## config.mk

```make
export PLATFORM = sky130hd
export DESIGN_NAME = adc_byte_rd_if
export DESIGN_NICKNAME = d
export VERILOG_FILES = /design/src/rtl/adc_rd_pkg.sv /design/src/rtl/rd_strobe_det.sv /design/src/rtl/result_holder.sv /design/src/rtl/byte_fmt.sv /design/src/rtl/intr_flag.sv /design/src/rtl/adc_byte_rd_if.sv
export SDC_FILE = /design/constraint.sdc
export NUM_CORES = 1
export LEC_CHECK = 0
export BUFFER_PORTS_ARGS = -buffer_cell sky130_fd_sc_hd__buf_2
export CAP_MARGIN = 20
export CORE_MARGIN = 2
export CORE_UTILIZATION = 46
export CTS_CLUSTER_DIAMETER = 30
export CTS_CLUSTER_SIZE = 16
export DETAILED_ROUTE_END_ITERATION = 6
export PLACE_DENSITY = 0.73
export SLEW_MARGIN = 20
export SYNTH_ARGS = -nofsm -noshare
export SYNTH_HDL_FRONTEND = slang
export SYNTH_SLANG_ARGS = --single-unit
export TNS_END_PERCENT = 1
```

## constraint.sdc

```tcl
create_clock -name clk_i -period 1.3 [get_ports clk_i]
set_input_delay 0.13 -clock clk_i [delete_from_list [all_inputs] [get_ports clk_i]]
set_output_delay 0.13 -clock clk_i [all_outputs]
set_load 0.02 [all_outputs]
```

## src/rtl/adc_rd_pkg.sv

```systemverilog
package adc_rd_pkg;
  localparam int RES_W = 10;
  localparam int BUS_W = 8;

  typedef enum logic [1:0] {
    PTR_HI_FIRST = 2'd0,
    PTR_LO       = 2'd1,
    PTR_HI_PARK  = 2'd2
  } byte_ptr_e;
endpackage

```

## src/rtl/rd_strobe_det.sv

```systemverilog
module rd_strobe_det (
  input  logic clk_i,
  input  logic rst_ni,
  input  logic cs_ni,
  input  logic rd_ni,
  output logic rd_act_o,
  output logic rd_end_o
);
  logic rd_act_q;

  assign rd_act_o = ~cs_ni & ~rd_ni & rst_ni;

  always_ff @(posedge clk_i or negedge rst_ni) begin
    if (!rst_ni) rd_act_q <= 1'b0;
    else         rd_act_q <= rd_act_o;
  end

  assign rd_end_o = rd_act_q & ~rd_act_o;
endmodule

```

## src/rtl/result_holder.sv

```systemverilog
module result_holder
  import adc_rd_pkg::*;
#(
  parameter int RES_W = adc_rd_pkg::RES_W
) (
  input  logic             clk_i,
  input  logic             rst_ni,
  input  logic             eoc_set_i,
  input  logic [RES_W-1:0] result_i,
  input  logic             rd_act_i,
  input  logic             rd_end_i,
  output logic [RES_W-1:0] res_o,
  output byte_ptr_e        ptr_o
);
  logic             eoc_q;
  logic             load_evt;
  logic             pend_q;
  logic [RES_W-1:0] pend_res_q;
  logic [RES_W-1:0] res_q;
  byte_ptr_e        ptr_q;
  byte_ptr_e        ptr_next;

  assign load_evt = eoc_set_i & ~eoc_q;

  always_comb begin
    unique case (ptr_q)
      PTR_HI_FIRST: ptr_next = PTR_LO;
      PTR_LO:       ptr_next = PTR_HI_PARK;
      default:      ptr_next = PTR_HI_PARK;
    endcase
  end

  always_ff @(posedge clk_i or negedge rst_ni) begin
    if (!rst_ni) begin
      eoc_q      <= 1'b0;
      pend_q     <= 1'b0;
      pend_res_q <= '0;
      res_q      <= '0;
      ptr_q      <= PTR_HI_FIRST;
    end else begin
      eoc_q <= eoc_set_i;
      if (load_evt && !rd_act_i) begin
        res_q  <= result_i;
        ptr_q  <= PTR_HI_FIRST;
        pend_q <= 1'b0;
      end else if (load_evt) begin
        // read in flight: hold until strobe ends
        pend_q     <= 1'b1;
        pend_res_q <= result_i;
      end else if (pend_q && !rd_act_i) begin
        res_q  <= pend_res_q;
        ptr_q  <= PTR_HI_FIRST;
        pend_q <= 1'b0;
      end else if (rd_end_i) begin
        ptr_q <= ptr_next;
      end
    end
  end

  assign res_o = res_q;
  assign ptr_o = ptr_q;

  assert_defer_R8: assert property (@(posedge clk_i) disable iff (!rst_ni)
    (rd_act_i && rd_act_i == $past(rd_act_i) && pend_q) |=> $stable(res_q) || !$past(rd_act_i))
    else $error("R8 result changed during read");

  assert_park_R5: assert property (@(posedge clk_i) disable iff (!rst_ni)
    (ptr_q == PTR_HI_PARK && !eoc_set_i && !pend_q) |=> ptr_q == PTR_HI_PARK)
    else $error("R5 pointer left park without load");
endmodule

```

## src/rtl/byte_fmt.sv

```systemverilog
module byte_fmt
  import adc_rd_pkg::*;
#(
  parameter int RES_W = adc_rd_pkg::RES_W,
  parameter int BUS_W = adc_rd_pkg::BUS_W
) (
  input  logic [RES_W-1:0] res_i,
  input  byte_ptr_e        ptr_i,
  output logic [BUS_W-1:0] data_o
);
  localparam int WORD_W = 2 * BUS_W;
  localparam int PAD_W  = WORD_W - RES_W;

  logic [WORD_W-1:0] word;

  for (genvar b = 0; b < WORD_W; b++) begin : g_word
    if (b >= PAD_W) begin : g_res
      assign word[b] = res_i[b-PAD_W];
    end else begin : g_pad
      assign word[b] = 1'b0;
    end
  end

  assign data_o = (ptr_i == PTR_LO) ? word[BUS_W-1:0] : word[WORD_W-1:BUS_W];
endmodule

```

## src/rtl/intr_flag.sv

```systemverilog
module intr_flag (
  input  logic clk_i,
  input  logic rst_ni,
  input  logic eoc_set_i,
  input  logic rd_act_i,
  output logic intr_no
);
  logic intr_q;

  always_ff @(posedge clk_i or negedge rst_ni) begin
    if (!rst_ni)        intr_q <= 1'b0;
    else if (eoc_set_i) intr_q <= 1'b1;  // set dominates held read
    else if (rd_act_i)  intr_q <= 1'b0;
  end

  assign intr_no = ~intr_q;

  assert_set_wins_R9: assert property (@(posedge clk_i) disable iff (!rst_ni)
    eoc_set_i |=> !intr_no)
    else $error("R9 set did not win");

  assert_read_clears_R6: assert property (@(posedge clk_i) disable iff (!rst_ni)
    (rd_act_i && !eoc_set_i) |=> intr_no)
    else $error("R6 read did not clear");
endmodule

```

## src/rtl/adc_byte_rd_if.sv

```systemverilog
module adc_byte_rd_if
  import adc_rd_pkg::*;
#(
  parameter int RES_W = adc_rd_pkg::RES_W,
  parameter int BUS_W = adc_rd_pkg::BUS_W
) (
  input  logic             clk_i,
  input  logic             rst_ni,
  input  logic             cs_ni,
  input  logic             rd_ni,
  input  logic [RES_W-1:0] result_i,
  input  logic             eoc_set_i,
  output logic [BUS_W-1:0] data_o,
  output logic             data_oe_o,
  output logic             intr_no
);
  logic             rd_act;
  logic             rd_end;
  logic [RES_W-1:0] res;
  byte_ptr_e        ptr;

  rd_strobe_det u_strobe (
    .clk_i    (clk_i),
    .rst_ni   (rst_ni),
    .cs_ni    (cs_ni),
    .rd_ni    (rd_ni),
    .rd_act_o (rd_act),
    .rd_end_o (rd_end)
  );

  result_holder #(.RES_W(RES_W)) u_hold (
    .clk_i     (clk_i),
    .rst_ni    (rst_ni),
    .eoc_set_i (eoc_set_i),
    .result_i  (result_i),
    .rd_act_i  (rd_act),
    .rd_end_i  (rd_end),
    .res_o     (res),
    .ptr_o     (ptr)
  );

  byte_fmt #(.RES_W(RES_W), .BUS_W(BUS_W)) u_fmt (
    .res_i  (res),
    .ptr_i  (ptr),
    .data_o (data_o)
  );

  intr_flag u_intr (
    .clk_i     (clk_i),
    .rst_ni    (rst_ni),
    .eoc_set_i (eoc_set_i),
    .rd_act_i  (rd_act),
    .intr_no   (intr_no)
  );

  assign data_oe_o = rd_act;

  assert_low_pad_R3: assert property (@(posedge clk_i) disable iff (!rst_ni)
    (data_oe_o && ptr == PTR_LO) |-> data_o[5:0] == '0)
    else $error("R3 padding not zero");

  assert_load_hi_R1: assert property (@(posedge clk_i) disable iff (!rst_ni)
    (eoc_set_i && !$past(eoc_set_i) && !rd_act) |=> ptr == PTR_HI_FIRST)
    else $error("R1 load did not select high byte");
endmodule

```

==> results of run 1 <==
-- area by class of cell --
type / instances / share of cell area [%]
sequential: 26 / 41.0
multi-input combinational: 64 / 36.9
timing repair buffer: 37 / 15.7
tap: 30 / 2.36
clock inverter: 1 / 1.89
clock buffer: 3 / 1.42
inverter: 2 / 0.788
-- flip-flops by register name, indices dropped and copies added, names as in the netlist --
register	count
u_hold.pend_res_q	10
u_hold.res_o	10
u_hold.ptr_o	2
u_hold.eoc_q	1
u_hold.pend_q	1
u_intr.intr_q	1
u_strobe.rd_act_q	1
-- layer usage --
metal | GRT usage (%) | vias to the layer above | routed length [um]
met5 | 0 | - | 0
met3 | 2.56 | 2 | 68
li1 | - | 429 | -
met4 | 7.48 | 0 | 21
met2 | 30.6 | 15 | 1340
met1 | 22.5 | 450 | 1170
-- power by group through the flow --
| stage | Clock [W] | Combinational (W) | Sequential [W] |
|---|---|---|---|
| 6_report | 0.000553 | 0.000555 | 0.00102 |
| 5_1_grt | 0.000592 | 0.000595 | 0.00103 |
| 4_1_cts | 0.000565 | 0.000527 | 0.00102 |
| 3_5_place_dp | 0 | 0.000486 | 0.00102 |
| 3_3_place_gp | 0 | 0.000473 | 0.00102 |
| 2_1_floorplan | 0 | 0.000332 | 0.00101 |
-- worst register-to-register path, cell delays in order (launching register included) --
cell and delay, ps:
dfrtp_1 430, and2b_4 310, nand2_8 110, mux2_4 320
-- kinds of logic (layout without fill, tap and decap cells) --
family                 count (synthesis)  count (layout)  share of synthesized area, %
AO/OA/AOI/OAI                         25              25                          14.7
multiplexers                          12              12                          13.8
buffers and inverters                  8              43                          3.20
flip-flops                            26              26                          51.9
AND/OR/NAND/NOR                       27              27                          16.4
-- timing repair --
item | CTS | global route
hold endpoints to repair | 26 | 0
pin swaps | 0 | 2
resized for setup | 8 | 10
endpoints found under the setup margin | 8 | 28
hold buffers | 1 | 0
buffers inserted | 1 | 1
-- through the flow --
step / setup slack [ps] / setup TNS, ps / util (%) / power (W)
floorplan: 141 / 0 / - / 0.00134
global placement: 26.3 / 0 / 57.8 / 0.00149
detailed placement: 16.5 / 0 / 57.8 / 0.00151
CTS: -184 / -1320 / 61.7 / 0.00211
global route: -220 / -1490 / 62.9 / 0.00222
finish: -166 / -994 / 62.9 / 0.00213
-- worst max-delay path by stage --
stage | slack [ps] | end | start | cells after the start
2_1_floorplan | 140 | u_hold.pend_res_q[0] | u_hold.eoc_q | 3
3_3_place_gp | 30 | u_hold.pend_res_q[0] | rd_ni | 5
3_5_place_dp | 20 | u_hold.pend_res_q[6] | rd_ni | 5
4_1_cts | -180 | data_o[4] | u_hold.ptr_o[1] | 4
5_1_grt | -220 | data_o[7] | u_hold.ptr_o[1] | 3
6_report | -170 | data_o[7] | u_hold.ptr_o[1] | 3
-- synthesized netlist by cell type --
cell type,number,share of area [%]
buf_4,1,0.60
mux2_4,10,12
and2b_2,1,0.70
o21a_1,1,0.60
clkinv_4,1,0.70
o21ai_0,1,0.40
a31oi_1,11,5.5
buf_2,1,0.40
nand2b_1,2,1.0
or3b_4,1,0.90
mux2_2,2,1.8
and3b_1,10,7.0
nand2_8,1,1.6
o2bb2ai_1,10,7.0
nand2_1,1,0.30
o31ai_1,1,0.60
a21o_1,1,0.60
and3_1,1,0.50
and2_1,6,3.0
dfrtp_1,26,52
nor2_1,3,0.90
nor2b_1,1,0.50
inv_1,1,0.30
clkbuf_1,4,1.2
==> summary.md, run 1 <==
| Metric | Value |
|---|---|
| PortBufs | 24 |
| Number of synthesized register bits | 26 |
| Finished Layout Cells | roughly 160 |
| Sequential share of the synthesized area | around 52% |
| Reg2reg start | u_hold.eoc_q |
| Fillers | ~210 |
| Crit-path cells | nand2b_4 > mux2_4 > buf_6 |
| Slowest cell on the critical path | dfrtp_1 |
| Commonest non-fill, non-tap cell in the layout | dfrtp_1 |
| Number of DRC markers in iteration 0 | 11 |
| Worst Path Max Fanout | 4 |
| Starting Density | 49.7% |
| Congestion Overflow GR | 0 |
| Final setup margin | -166 ps |
| Die ar. | 0.00316 mm^2 |
| Syn nets | ~110 |
| Combinational Power Share | between 20% and 30% |
| Failing checks | negative setup slack |
| Sequential cell area | 651 um^2 |
| Clock skew | around 7.8 ps |
| Clock share of power | a little over a quarter |
| Mapped Cells | 98 |
| Initial antenna violation count | 0 |
| CP Data Arrival Time | 1340 ps |
| Fin crit period | ~1500 ps |
| Layout cells sized above 1 | around 45% |
| Die height | between 50 and 60 um |
| Bufs and invs on worst path | 1 |
| TritonCTS Buffers | 3 |
| Final Cycle Share | 113% |
| First-pass GRT wire length | between 4000 and 5000 um |
| Syn Area/Cell | around 13 um^2 |
| Sw Share | 26.0% |
| Max-slew violations | 0 |
| Nets@finish | about 150 |
| CTS sink count | 26 |
| Placed cell area | 0.00146 mm^2 |
| Drt drc | 0 |
| Multi-input logic area | just under 600 um^2 |
| Worst hold stages | 2 |
| Vias per inst | 5.50 |
| Antenna fix cells | 0 |
| Total core area | between 0.002 and 0.003 mm^2 |
| Worst hold slack | approximately 42 ps |
| Largest net degree at the start of global routing | 27 |
| All-layer global routing usage | around 18% |
| CP endpoint kind | output pin |
| Chip width | between 50 and 60 um |
| Pwr dens | ~1300 mW/mm^2 |
| Max transition margin | between 70% and 80% |
| Final wirelength | ~2600 um |
| Wire length per cell | around 16 um |
| Slowest stage delay, CP | approximately 400 ps |
| Worst Tran Pin Value | approximately 320 ps |
| Final Wtd Congestion | about 0.82 |
| DPL Wire Length | between 1500 and 2000 um |
| Critical path data required time | roughly 1200 ps |
| R2R setup slack | 40 ps |
| Drt pass-1 iters | 4 |
| Final Instance Area | roughly 0.0016 mm^2 |
| # setup viols final | 8 |
| CTS tree | done |
| Worst setup SP type | flop |
| RR Endpoint | u_hold.pend_res_q[0] |
| Vias in the first global route | 994 |
| HP Class | input port to flop |
| Placed cell count | approximately 160 |
| Delay-heaviest family, CP | flip-flops |
| Vias | about 900 |
| Outcome | complete, but fails checks |
| Synth unique cells | 24 |
| Int Power | between 0.0015 and 0.002 W |
| Final Hold Fails | 0 |
| Antenna Nets Post-Route | 0 |
| Std-Cell Rows | 18 |
| Ports | 25 |
| Clock Tree Root | clkbuf_4 |
| Peak supply drop | between 700 and 800 uV |
| Worst-path clk slew | 150 ps |
| Worst-Skew Late Latency | between 300 and 400 ps |
| Syn Std Cell Area | ~0.0013 mm^2 |
| H-Tree Depth | 1 |
| Flop pwr share | a little under half |
| Leakage | slightly above 0.8 nW |
| CTS Buffer Depth | 2 |
| Hold_sp | result_i[3] |
| Worst Hold End | u_hold.pend_res_q[3] |
| Max-Cap Viols | 0 |
| RSZ-0062 raised after global routing | true |
| Critical Setup Path Class | flop to output pin |
| Most frequent cells in the layout | dfrtp_1, buf_2, mux2_4, a31oi_1, buf_4 |
| Area grow syn2layout | 26.8% |
| Number of cells on the worst reg-to-reg path | 3 |
| P_sw | 0.000554 W |
| Ys Warns | 0 |
| Maximum clock rate | roughly 680 MHz |
No activity file was read; power rests on OpenSTA's default activity.
==> run 2: changes to the inputs <==
==> constraint.sdc (replaced) <==
create_clock -name clk_i -period 1.35 [get_ports clk_i]
set_input_delay 0.135 -clock clk_i [delete_from_list [all_inputs] [get_ports clk_i]]
set_output_delay 0.135 -clock clk_i [all_outputs]
set_load 0.02 [all_outputs]
==> run 2 against run 1 <==
  * Cell count decreased by 1.2%
  * Clock-buffer cell count unchanged
  * Cell area decreased by 1.7%
  * Via count increased by 0.67%
  * Critical path type unchanged
  * Wire length increased by 0.39%
  * Largest power group unchanged
  * Sequential share of layout area increased by 0.77 points
  * Critical endpoint is now data_o[6]
  * Clock power decreased by 3%
  * Non-clock buffer count decreased by 2
  * Sequential power decreased by 4%
  * The run still ends with negative setup slack left
  * Global-route usage increased by 0.68 points
==> summary.md, run 2 (same netlist as run 1, synthesis figures left out) <==
| Metric | Value |
|---|---|
| Outcome | complete, but fails checks |
| Failing checks | negative setup slack |
| Clock skew | 13.7 ps |
| Number of DRC markers in iteration 0 | 4 |
| Die height | 56.2 um |
| Final Cycle Share | 111% |
| Worst-Skew Late Latency | around 330 ps |
| Vias in the first global route | 942 |
| Bufs and invs on worst path | 1 |
| Clock Tree Root | clkbuf_4 |
| CP Data Arrival Time | between 1000 and 1500 ps |
| Final setup margin | -146 ps |
| DPL Wire Length | around 1800 um |
| Final Hold Fails | 0 |
| Wire length per cell | 16.2 um |
| Peak supply drop | ~1600 uV |
| PortBufs | 24 |
| Ports | 25 |
| Sw Share | between 20% and 30% |
| Slowest cell on the critical path | dfrtp_1 |
| P_sw | 0.000537 W |
| Crit-path cells | nand2b_4 > mux2_4 > buf_6 |
| TritonCTS Buffers | 3 |
| Slowest stage delay, CP | 410 ps |
| Die ar. | ~0.0032 mm^2 |
| Vias per inst | approximately 5.6 |
| Drt drc | 0 |
| Placed cell area | 0.00144 mm^2 |
| First-pass GRT wire length | ~4600 um |
| Most frequent cells in the layout | dfrtp_1, buf_2, mux2_4, a31oi_1 |
| Leakage | between 0.7 and 0.8 nW |
| Critical Setup Path Class | flop to output pin |
| Worst-path clk slew | ~150 ps |
| Clock share of power | around a quarter |
| Chip width | 56.2 um |
| Final wirelength | 2610 um |
| Max transition margin | around three quarters |
| Final Wtd Congestion | about 0.82 |
| Area grow syn2layout | 24.7% |
| Commonest non-fill, non-tap cell in the layout | dfrtp_1 |
| CTS sink count | 26 |
| Critical path data required time | ~1200 ps |
| Worst Tran Pin Value | approximately 380 ps |
| Combinational Power Share | between 20% and 30% |
| Initial antenna violation count | 0 |
| RSZ-0062 raised after global routing | true |
| Total core area | 0.00252 mm^2 |
| Pre-CTS setup slack | 34.0 ps |
| Setup_tns | -888 ps |
| Largest net degree at the start of global routing | 27 |
| Delay-heaviest family, CP | flip-flops |
| Layout cells sized above 1 | around 44% |
| Maximum clock rate | 668 MHz |
| Std-Cell Rows | 18 |
| Flop pwr share | 48.2% |
| Final Instance Area | 0.00156 mm^2 |
| Max-slew violations | 0 |
| Worst setup SP type | flop |
| Worst Path Max Fanout | 4 |
| CP endpoint kind | output pin |
| H-Tree Depth | 1 |
| CTS Buffer Depth | 2 |
| Final core occ | between 60% and 70% |
| Congestion Overflow GR | 0 |
| Pwr dens | around 1300 mW/mm^2 |
| Antenna Nets Post-Route | 0 |
| Nets@finish | ~150 |
| HP Class | input port to flop |
| Antenna fix cells | 0 |
| All-layer global routing usage | a little under a fifth |
| Int Power | roughly 0.0015 W |
| Vias | between 900 and 1k |
| # setup viols final | 8 |
| Starting Density | between 40 and 50% |
| Max-Cap Viols | 0 |
| Drt pass-1 iters | 4 |
| CTS tree | done |
| Fin crit period | between 1000 and 1500 ps |
-- run 2: stage by stage --
stage | hold slack, ps | power, W | std cells
detailed placement | 164 | 0.00144 | 154
floorplan | -161 | 0.00129 | 98
finish | 35.5 | 0.00204 | 161
CTS | 30.7 | 0.00204 | 161
global placement | 158 | 0.00143 | 154
global route | 20.8 | 0.00214 | 161
-- run 2: area by class of cell --
| type | count | area (um^2) |
|---|---|---|
| fill | 223 | 961 |
| sequential | 26 | 652 |
| multi-input combinational | 64 | 579 |
| timing repair buffer | 35 | 228 |
| tap | 30 | 37.5 |
| clock inverter | 1 | 30.0 |
| clock buffer | 3 | 22.5 |
| inverter | 2 | 12.5 |
-- run 2: layer usage --
metal  vias to the layer above  wire length, um  GRT usage, %
met1                       451             1200          26.2
li1                        435                -             -
met5                         -                0             0
met3                         2               88          5.35
met4                         0               10          3.06
met2                        14             1310          28.9
-- run 2: power by group through the flow --
stage	clock [W]	combinational, W	sequential (W)
after detailed placement	0	0.000455	0.000989
after global routing	0.000580	0.000559	0.000998
after CTS	0.000550	0.000507	0.000978
after global placement	0	0.000445	0.000986
after floorplan	0	0.000320	0.000968
final	0.000538	0.000519	0.000982
-- run 2: path summary, 6_finish.rpt --
path / from / end / slack, ps / cells after the start
max in group asynchronous: rst_ni / u_hold.ptr_o[0] / 770 / 3
setup / recovery: u_hold.ptr_o[1] / data_o[6] / -150 / 3
hold / removal: result_i[4] / u_hold.pend_res_q[4] / 40 / 2
min in group asynchronous: rst_ni / u_intr.intr_q / 320 / 3
setup reg to reg: u_hold.eoc_q / u_hold.pend_res_q[1] / 80 / 3
hold reg to reg: u_intr.intr_q / u_intr.intr_q / 510 / 1
-- run 2: timing repair --
item,in CTS,in global routing
hold buffers,1,0
resized for setup,8,5
pin swaps,0,1
setup buffers,2,0
cloned,0,0
hold endpoints to repair,26,0
endpoints found under the setup margin,8,14
==> run 3: changes to the inputs <==
--- a/config.mk
+++ b/config.mk
@@ -5,6 +5,7 @@
 export SDC_FILE = /design/constraint.sdc
 export NUM_CORES = 1
 export LEC_CHECK = 0
+export ABC_AREA = 1
 export BUFFER_PORTS_ARGS = -buffer_cell sky130_fd_sc_hd__buf_2
 export CAP_MARGIN = 20
 export CORE_MARGIN = 2
@@ -12,7 +13,7 @@
 export CTS_CLUSTER_DIAMETER = 30
 export CTS_CLUSTER_SIZE = 16
 export DETAILED_ROUTE_END_ITERATION = 6
-export PLACE_DENSITY = 0.73
+export PLACE_DENSITY = 0.72
 export SLEW_MARGIN = 20
 export SYNTH_ARGS = -nofsm -noshare
 export SYNTH_HDL_FRONTEND = slang
==> run 3 against run 2 <==
  * Utilization decreased by 3.7 points
  * Clock power grew 1%
  * Cell count up 48%
  * Combinational power increased by 10%
  * The flow now finishes without violations
  * Clock-buffer cell count is the same
  * Critical endpoint is now data_o[7]
  * Wire length fell by 3.5%
==> summary.md, run 3 <==
| Metric | Value |
|---|---|
| Area grow syn2layout | 20.2% |
| Max transition margin | between 70% and 80% |
| Chip width | ~58 um |
| Final setup margin | between 15 and 20 ps |
| Pre-CTS setup slack | 222 ps |
| First-pass GRT wire length | around 4600 um |
| Synth top area cells | dfrtp_1, nand2_1, inv_1 |
| Worst-path clk slew | between 100 and 150 ps |
| Final Hold Fails | 0 |
| Starting Density | around half |
| Setup_tns | 0 ps |
| Wire length per cell | 10.6 um |
| Maximum clock rate | 751 MHz |
| Sw Share | 31.5% |
| Die height | approximately 58 um |
| HP Class | input port to flop |
| Post-synth top cells | nand2_1, dfrtp_1, inv_1, nor2_1, nand3_1 |
| Top FF cell, synth | dfrtp_1 |
| H-Tree Depth | 1 |
| Vias per inst | between 4 and 5 |
| Bufs and invs on worst path | 3 |
| Antenna Nets Post-Route | 0 |
| CTS tree | done |
| Delay-heaviest family, CP | flip-flops |
| Final Wtd Congestion | about 0.8 |
| Clock skew | about 5.3 ps |
| Synth unique cells | 16 |
| Congestion Overflow GR | 0 |
| Worst-Skew Late Latency | about 330 ps |
| Crit-path cells | inv_2 > nand2_4 > inv_6 > nand2_2 > nand2_2 > buf_6 |
| Worst setup SP type | flop |
| Clock share of power | about a quarter |
| TritonCTS Buffers | 3 |
| Flop pwr share | 46.9% |
| DPL Wire Length | between 1500 and 2000 um |
| CTS Buffer Depth | 2 |
| Std-Cell Rows | 19 |
| Sequential share of the synthesized area | 48.7% |
| Top-count cell post-synth | nand2_1 |
| Slowest cell on the critical path | dfrtp_1 |
| Top cell by count, worst path | nand2_2 |
| Ys Warns | 0 |
| Initial antenna violation count | 0 |
| Final Cycle Share | 98.7% |
| Layout cells sized above 1 | between 20 and 30% |
| Syn nets | between 150 and 200 |
| Fin crit period | 1330 ps |
| Worst hold slack | 41.3 ps |
| Syn Std Cell Area | between 0.001 and 0.0015 mm^2 |
| Pwr dens | ~1300 mW/mm^2 |
| Max-slew violations | 0 |
| Vias in the first global route | 1008 |
| Outcome | completed |
| Critical Setup Path Class | flop to output pin |
| Number of DRC markers in iteration 0 | 62 |
| Drt drc | 0 |
| Placed cell count | approximately 230 |
| Worst Path Max Fanout | 8 |
| Most area-hungry cell type in the Yosys netlist | dfrtp_1 |
| Vias | 1114 |
| Slowest stage delay, CP | between 400 and 500 ps |
| Antenna fix cells | 0 |
| Top cell type's share of synthesized area | around half |
| Final wirelength | roughly 2500 um |
| P_sw | about 0.00066 W |
| CP endpoint kind | output pin |
| Leakage | approximately 0.95 nW |
| Peak supply drop | ~750 uV |
| Largest net degree at the start of global routing | 27 |
| Synth async-reset ratio | 100% |
| Drt pass-1 iters | 4 |
| Clock Tree Root | clkbuf_4 |
| Combinational Power Share | ~27% |
| RSZ-0062 raised after global routing | true |
| Critical path data required time | 1220 ps |
| PortBufs | 24 |
| # setup viols final | 0 |
| Mapped Cells | 178 |
| Final core occ | 58.2% |
| Post-synth EDFFs | 0 |
| All-layer global routing usage | 17.7% |
| Nets@finish | between 200 and 250 |
| Die ar. | approximately 0.0033 mm^2 |
| Syn Area/Cell | around 7.5 um^2 |
| Most frequent cells in the layout | nand2_1, dfrtp_1, inv_1, nor2_1, buf_2 |
| Int Power | 0.00144 W |
| Commonest non-fill, non-tap cell in the layout | nand2_1 |
| Finished Layout Cells | ~240 |
| Ports | 25 |
| CTS sink count | 26 |
| Max-Cap Viols | 0 |
| CP Data Arrival Time | between 1000 and 1500 ps |
| Number of synthesized register bits | 26 |
| Total core area | approximately 0.0028 mm^2 |
| Worst Tran Pin Value | between 300 and 400 ps |
-- run 3: power by group through the flow --
stage / Clock, W / Sequential, W / Combinational (W)
after floorplan: 0 / 0.000971 / 0.000357
after CTS: 0.000562 / 0.000980 / 0.000543
final: 0.000546 / 0.000987 / 0.000572
after global placement: 0 / 0.000986 / 0.000472
after detailed placement: 0 / 0.000991 / 0.000483
after global routing: 0.000589 / 0.00101 / 0.000649
-- run 3: per-layer routing --
| layer | GRT usage (%) | part of all wire [%] | vias to the layer above |
|---|---|---|---|
| met4 | 7.97 | 2.3 | 0 |
| li1 | - | - | 584 |
| met5 | 0 | 0 | - |
| met2 | 27.1 | 44 | 39 |
| met1 | 25.0 | 47 | 486 |
| met3 | 2.68 | 5.9 | 5 |
-- run 3: through the flow --
step	area, um^2	total power [W]
3_3_place_gp	1470	0.00146
3_5_place_dp	1470	0.00147
5_1_grt	1600	0.00224
4_1_cts	1580	0.00209
2_1_floorplan	1340	0.00133
6_report	1600	0.00210
-- run 3: cell type report --
class	count	area, um^2
tap	31	38.8
timing repair buffer	30	198
inverter	26	103
clock inverter	1	30.0
multi-input combinational	121	561
sequential	26	652
fill	256	1150
clock buffer	3	22.5
-- run 3: logic make-up (layout without fill, tap and decap cells) --
kind of cell           after synthesis  in the layout  synth area share [%]
AND/OR/NAND/NOR                    118            118                  38.8
buffers and inverters               31             60                  11.0
flip-flops                          26             26                  48.7
AO/OA/AOI/OAI                        3              3                  1.50
-- run 3: repair_timing --
action                                  in CTS  in global routing
endpoints found under the setup margin       8                  8
setup buffers                                0                  1
hold endpoints to repair                    27                  0
pin swaps                                    0                  2
gates cloned                                 0                  0
gates resized for setup                     14                  8
hold buffers                                 2                  0
-- run 3: path summary, 6_finish.rpt --
kind | startpoint | cells after the start | slack, ps | to
worst min-delay path | result_i[4] | 3 | 40 | u_hold.pend_res_q[4]
max in group asynchronous | rst_ni | 3 | 750 | u_hold.ptr_o[0]
min in group asynchronous | rst_ni | 3 | 340 | u_hold.pend_res_q[0]
worst min register to register | u_hold.pend_res_q[4] | 2 | 490 | u_hold.pend_res_q[4]
worst max register to register | u_hold.eoc_q | 7 | 210 | u_hold.res_o[0]
worst max-delay path | u_hold.ptr_o[1] | 6 | 20 | data_o[7]
-- run 3: worst reg2reg max path, stage by stage (launching register included) --
cell and delay, ps:
dfrtp_1 380, inv_1 60, nand2_2 110, inv_1 170
nand2_2 150, nand2_1 100, nand2_1 70, nand2_1 60
